<file path="src/rtl/uart_char_timer.sv">
module uart_char_timer #(
  parameter int DIV_W  = 16,
  parameter int BDIV_W = 8
) (
  input  logic              clk,
  input  logic              rst_n,
  input  logic [7:0]        mode,
  input  logic              div_wr,
  input  logic [DIV_W-1:0]  div_in,
  input  logic [BDIV_W-1:0] bit_div,
  input  logic              rx_char,
  output logic              baud_tick,
  output logic [3:0]        data_bits,
  output logic              parity_en,
  output logic              parity_odd,
  output logic [1:0]        stop_bits,
  output logic [3:0]        frame_bits,
  output logic              timeout
);
  localparam logic [DIV_W-1:0] DIV_RESET = DIV_W'(15);
  localparam int TO_W = 6;

  logic [DIV_W-1:0]  div_q;
  logic [2:0]        pre_cnt;
  logic [DIV_W-1:0]  samp_cnt;
  logic [BDIV_W-1:0] bit_cnt;
  logic [TO_W-1:0]   to_cnt;
  logic              armed;
  logic              pre_en, samp_hit, bit_hit;
  logic [TO_W-1:0]   to_limit;

  assign data_bits  = (mode[2:1] == 2'd3) ? 4'd6 :
                      (mode[2:1] == 2'd2) ? 4'd7 : 4'd8;
  assign parity_en  = (mode[5:3] == 3'd0) || (mode[5:3] == 3'd1);
  assign parity_odd = (mode[5:3] == 3'd1);
  assign stop_bits  = (mode[7:6] == 2'd3) ? 2'd1 : 2'd2;
  assign frame_bits = 4'd1 + data_bits + {3'd0, parity_en} + {2'd0, stop_bits};
  assign to_limit   = {frame_bits, 2'b00};

  assign pre_en   = !mode[0] || (pre_cnt == 3'd7);
  assign samp_hit = pre_en && (div_q != '0) && (samp_cnt >= div_q - DIV_W'(1));
  assign bit_hit  = samp_hit && (bit_cnt >= bit_div);

  always_ff @(posedge clk or negedge rst_n)
    if (!rst_n)      div_q <= DIV_RESET;
    else if (div_wr) div_q <= div_in;

  always_ff @(posedge clk or negedge rst_n)
    if (!rst_n)       pre_cnt <= '0;
    else if (mode[0]) pre_cnt <= pre_cnt + 3'd1;
    else              pre_cnt <= '0;

  always_ff @(posedge clk or negedge rst_n)
    if (!rst_n)              samp_cnt <= '0;
    else if (div_q == '0)    samp_cnt <= '0;
    else if (pre_en)         samp_cnt <= samp_hit ? '0 : samp_cnt + DIV_W'(1);

  always_ff @(posedge clk or negedge rst_n)
    if (!rst_n)        bit_cnt <= '0;
    else if (samp_hit) bit_cnt <= bit_hit ? '0 : bit_cnt + BDIV_W'(1);

  always_ff @(posedge clk or negedge rst_n)
    if (!rst_n) baud_tick <= 1'b0;
    else        baud_tick <= bit_hit;

  always_ff @(posedge clk or negedge rst_n)
    if (!rst_n) begin
      armed   <= 1'b0;
      to_cnt  <= '0;
      timeout <= 1'b0;
    end else begin
      timeout <= 1'b0;
      if (rx_char) begin
        armed  <= 1'b1;
        to_cnt <= '0;
      end else if (armed && baud_tick) begin
        if (to_cnt >= to_limit - TO_W'(1)) begin
          timeout <= 1'b1;
          armed   <= 1'b0;
          to_cnt  <= '0;
        end else begin
          to_cnt <= to_cnt + TO_W'(1);
        end
      end
    end
endmodule

</file>
<file path="config.mk">
export PLATFORM = sky130hd
export DESIGN_NAME = uart_char_timer
export DESIGN_NICKNAME = d
export VERILOG_FILES = /design/src/rtl/uart_char_timer.sv
export SDC_FILE = /design/constraint.sdc
export NUM_CORES = 1
export LEC_CHECK = 0
export BUFFER_PORTS_ARGS = -buffer_cell sky130_fd_sc_hd__buf_2
export CORE_MARGIN = 5
export CORE_UTILIZATION = 55
export CTS_BUF_LIST = sky130_fd_sc_hd__clkbuf_2
export CTS_CLUSTER_SIZE = 25
export DETAILED_ROUTE_END_ITERATION = 16
export GPL_TIMING_DRIVEN = 0
export PLACE_DENSITY = 0.76
export SETUP_SLACK_MARGIN = 0.3
export SYNTH_ARGS = -nofsm -noshare
export SYNTH_HDL_FRONTEND = slang
export SYNTH_SLANG_ARGS = --single-unit
</file>
<file path="constraint.sdc">
create_clock -name clk -period 3.95 [get_ports clk]
set_clock_uncertainty 0.1 [all_clocks]
set_input_delay 0.5925 -clock clk [delete_from_list [all_inputs] [get_ports clk]]
set_output_delay 0.5925 -clock clk [all_outputs]
set_load 0.01 [all_outputs]
</file>
==> impl_metrics.ini <==
[outcome]
outcome = finished, final reports clean

[timing]
fin_hold_ws_ns = 0.227
post-route-period-util_pct = 88.0
tns_ns = 0
setup_viol = 0
fmax_ghz = 0.288
grt_setup_unrepaired = false
post-route-min-period_ns = 3.48
max-slew-margin-rel_pct = 24.5
slew_viol_final = 0
tightest_slew_ns = 1.13
finalHoldViolations = 0

[floorplanning]
initial_core_util_pct = 56.1
die_h_um = 90.1
core_sq_mm = 0.00628
io_pins = 50
die_area_sq_mm = 0.00811
rows = 29
die_w_um = 90.1

[clocking]
cts.clk_slew.worst_paths_ns = 0.26
cts_made_buffers = 5
cts_root_buf = clkbuf_2
clk_latency_ns = 0.44
cts_tree = yes
clock_sinks = 52
clockBufferDepth = 2
htree_num_levels = 2
cts_hold_buffers = 0

[setup_path]
required_ns = 4.25
worst_setup_path_end_kind = register
reg2reg_to = samp_cnt[5]
cp_max_fo = 10
r2r_cells = 11
path_class = reg -> reg
cp-start-kind = register
endpoint = samp_cnt[5]
r2r-start = div_q[7]
ff2ff_setup_slack_ns = 0.47
cp_data_arrival_time_ns = 3.77
startpoint = div_q[7]

[detailed_routing]
antenna_left = 0
vias = 2862
wl_mm = 7.18
drt_first_iter_violations = 103
vias_per_cell = 5.77
route.detailed.drc = 0
drtPass1Iterations = 4
wire_per_inst_um = 14.5

[power]
clock_power_share_pct = 27.0
pwr_density_cell_mw_per_mm2 = 311
swShare_pct = 29.5
combinationalPowerShare_pct = 21.5
sequentialPowerShare_pct = 51.5
p_int_uw = 878
p_leak_nw = 1.93
power_mw = 1.24
peakVddDrop_mv = 0.219
switching_power_uw = 367

[global_routing]
grt_antenna_before_repair = 0
grt_pass1_wl_mm = 12.6
overflow = 0
grt_max_degree = 53
grt_usage_pct = 17.8
first_global_vias = 2942

[hold_path]
hold_class = in -> async

[synthesis]
ys_seq_area_share_pct = 37.1
synthAdderAreaFrac_pct = 13.8
ys_async_sr_fraction_pct = 100
synth_edf_count = 0
synth-seq-cells = 52
synth_top_family_by_area = simple AND/OR/NAND/NOR gates
synth_top_area_share_pct = 34.1
syn_inst = 362
synth_flop_cell = dfrtp_1
synth_nets = 437
synth-compound-area-share_pct = 16.3
synth_mux_area_share_pct = 4.76
yosys-top-cells-area = dfrtp_1 (34%), ha_1 (14%), mux2_2 (4.5%), dfstp_2 (3.0%), xnor2_1 (3.0%)
synth_top_cell_by_area = dfrtp_1
yosys.area_share.simple_pct = 18.0
synth_cell_type_count = 53
syn-cell-area_sq_mm = 0.00352
synthXorXnorAreaFrac_pct = 4.97
synth_warnings = 0
synth.avg_cell_area_sq_um = 9.74

[final_layout]
layout_common_cells = buf_2 (50), dfrtp_1 (47), ha_1 (39)
postLayoutCellArea_sq_mm = 0.00400
final_nets = 494
fillers = 538
layout-drive-gt1-share_pct = 22.9
final_common_cell = buf_2
n_antenna_cell = 0
syn_to_final_growth_pct = 13.3

[placed_design]
dp.final_hpwl_mm = 5.45
place_area_sq_mm = 0.00385
finalWeightedCongestion = 0.848
port_buffers = 46

[job]
drv_cap = 0
[worst max-delay path, cell delays in order (launching register included)]
cell and delay, ns:
dfrtp_2 0.48, or4_4 0.56, or3_1 0.36, nor2_1 0.13
xnor2_1 0.13, ha_1 0.26, a211oi_1 0.23, nor2_1 0.10
a2111o_1 0.46, buf_6 0.19, o311ai_1 0.28, nor2b_1 0.18
[synth_stat cells (5+ instances only)]
library cell / instances
o311ai_1: 5
and3_1: 8
and2_1: 5
nand2b_1: 7
dfrtp_1: 48
a31oi_1: 11
ha_1: 39
a21oi_1: 7
or4_1: 5
xnor2_1: 12
inv_1: 24
nor2_1: 21
nor3_1: 11
nand3_1: 16
o31ai_1: 10
xor2_1: 8
nand2_1: 17
nor2b_1: 9
mux2_2: 14
o21ai_0: 15
a21o_1: 8
clkbuf_1: 6
[worst min path at each step]
stage | cells past startpoint | start | slack, ns | endpoint
finish | 1 | rst_n | 0.23 | samp_cnt[15]
global route | 3 | div_in[1] | 0.21 | div_q[1]
CTS | 3 | div_in[1] | 0.23 | div_q[1]
detailed placement | 1 | pre_cnt[0] | 0.32 | pre_cnt[0]
global placement | 1 | pre_cnt[0] | 0.32 | pre_cnt[0]
floorplan | 0 | rst_n | 0.20 | armed
[kinds of logic (layout without fill, tap and decap cells)]
family | after synthesis | count (layout)
AND/OR/NAND/NOR | 117 | 117
other | 1 | 1
buffers and inverters | 39 | 96
AO/OA/AOI/OAI | 79 | 79
adder cells (fa/ha/maj) | 39 | 39
flip-flops | 52 | 52
multiplexers | 15 | 15
XOR/XNOR | 20 | 20
[per-layer routing]
| metal | up-vias | GRT usage [%] | routed length, um |
|---|---|---|---|
| li1 | 1435 | - | - |
| met5 | - | 0 | 0 |
| met4 | 0 | 3.60 | 82 |
| met2 | 72 | 33.2 | 3620 |
| met1 | 1346 | 20.8 | 3120 |
| met3 | 9 | 4.09 | 354 |
[stage by stage]
step / std cells / util, % / worst slack, ns
floorplan: 362 / - / 0.735
global placement: 485 / 61.4 / 0.471
detailed placement: 485 / 61.4 / 0.388
CTS: 492 / 62.7 / 0.327
global route: 496 / 63.6 / 0.298
finish: 496 / 63.6 / 0.474
[timing repair]
item | CTS | global route
gates resized for setup | 0 | 6
setup endpoints to repair | 0 | 24
hold endpoints to repair | 0 | 0
buffers inserted | 0 | 4
[flip-flops by register name, indices dropped and copies added (netlist names)]
name,cells
div_q,16
samp_cnt,16
bit_cnt,8
to_cnt,6
pre_cnt,3
armed,1
baud_tick,1
timeout,1
[area by class of cell]
type                            count  area [sq um]  share of cell area (%)
Buffer                             15          83.8                    2.10
Clock buffer                        5          25.0                   0.626
Clock inverter                      2          60.1                    1.50
Inverter                           24          90.1                    2.25
Multi-Input combinational cell    271          2070                    51.9
Sequential cell                    52          1310                    32.7
Tap cell                           77          96.3                    2.41
Timing Repair Buffer               50           260                    6.51
[power by group through the flow]
| stage | combinational [mW] | clock [mW] | sequential [mW] |
|---|---|---|---|
| after floorplan | 0.184 | 0 | 0.628 |
| after global placement | 0.243 | 0 | 0.643 |
| after detailed placement | 0.258 | 0 | 0.645 |
| after CTS | 0.262 | 0.345 | 0.638 |
| after global routing | 0.305 | 0.370 | 0.647 |
| final | 0.267 | 0.337 | 0.641 |
Power figures use the tool's default switching activity.
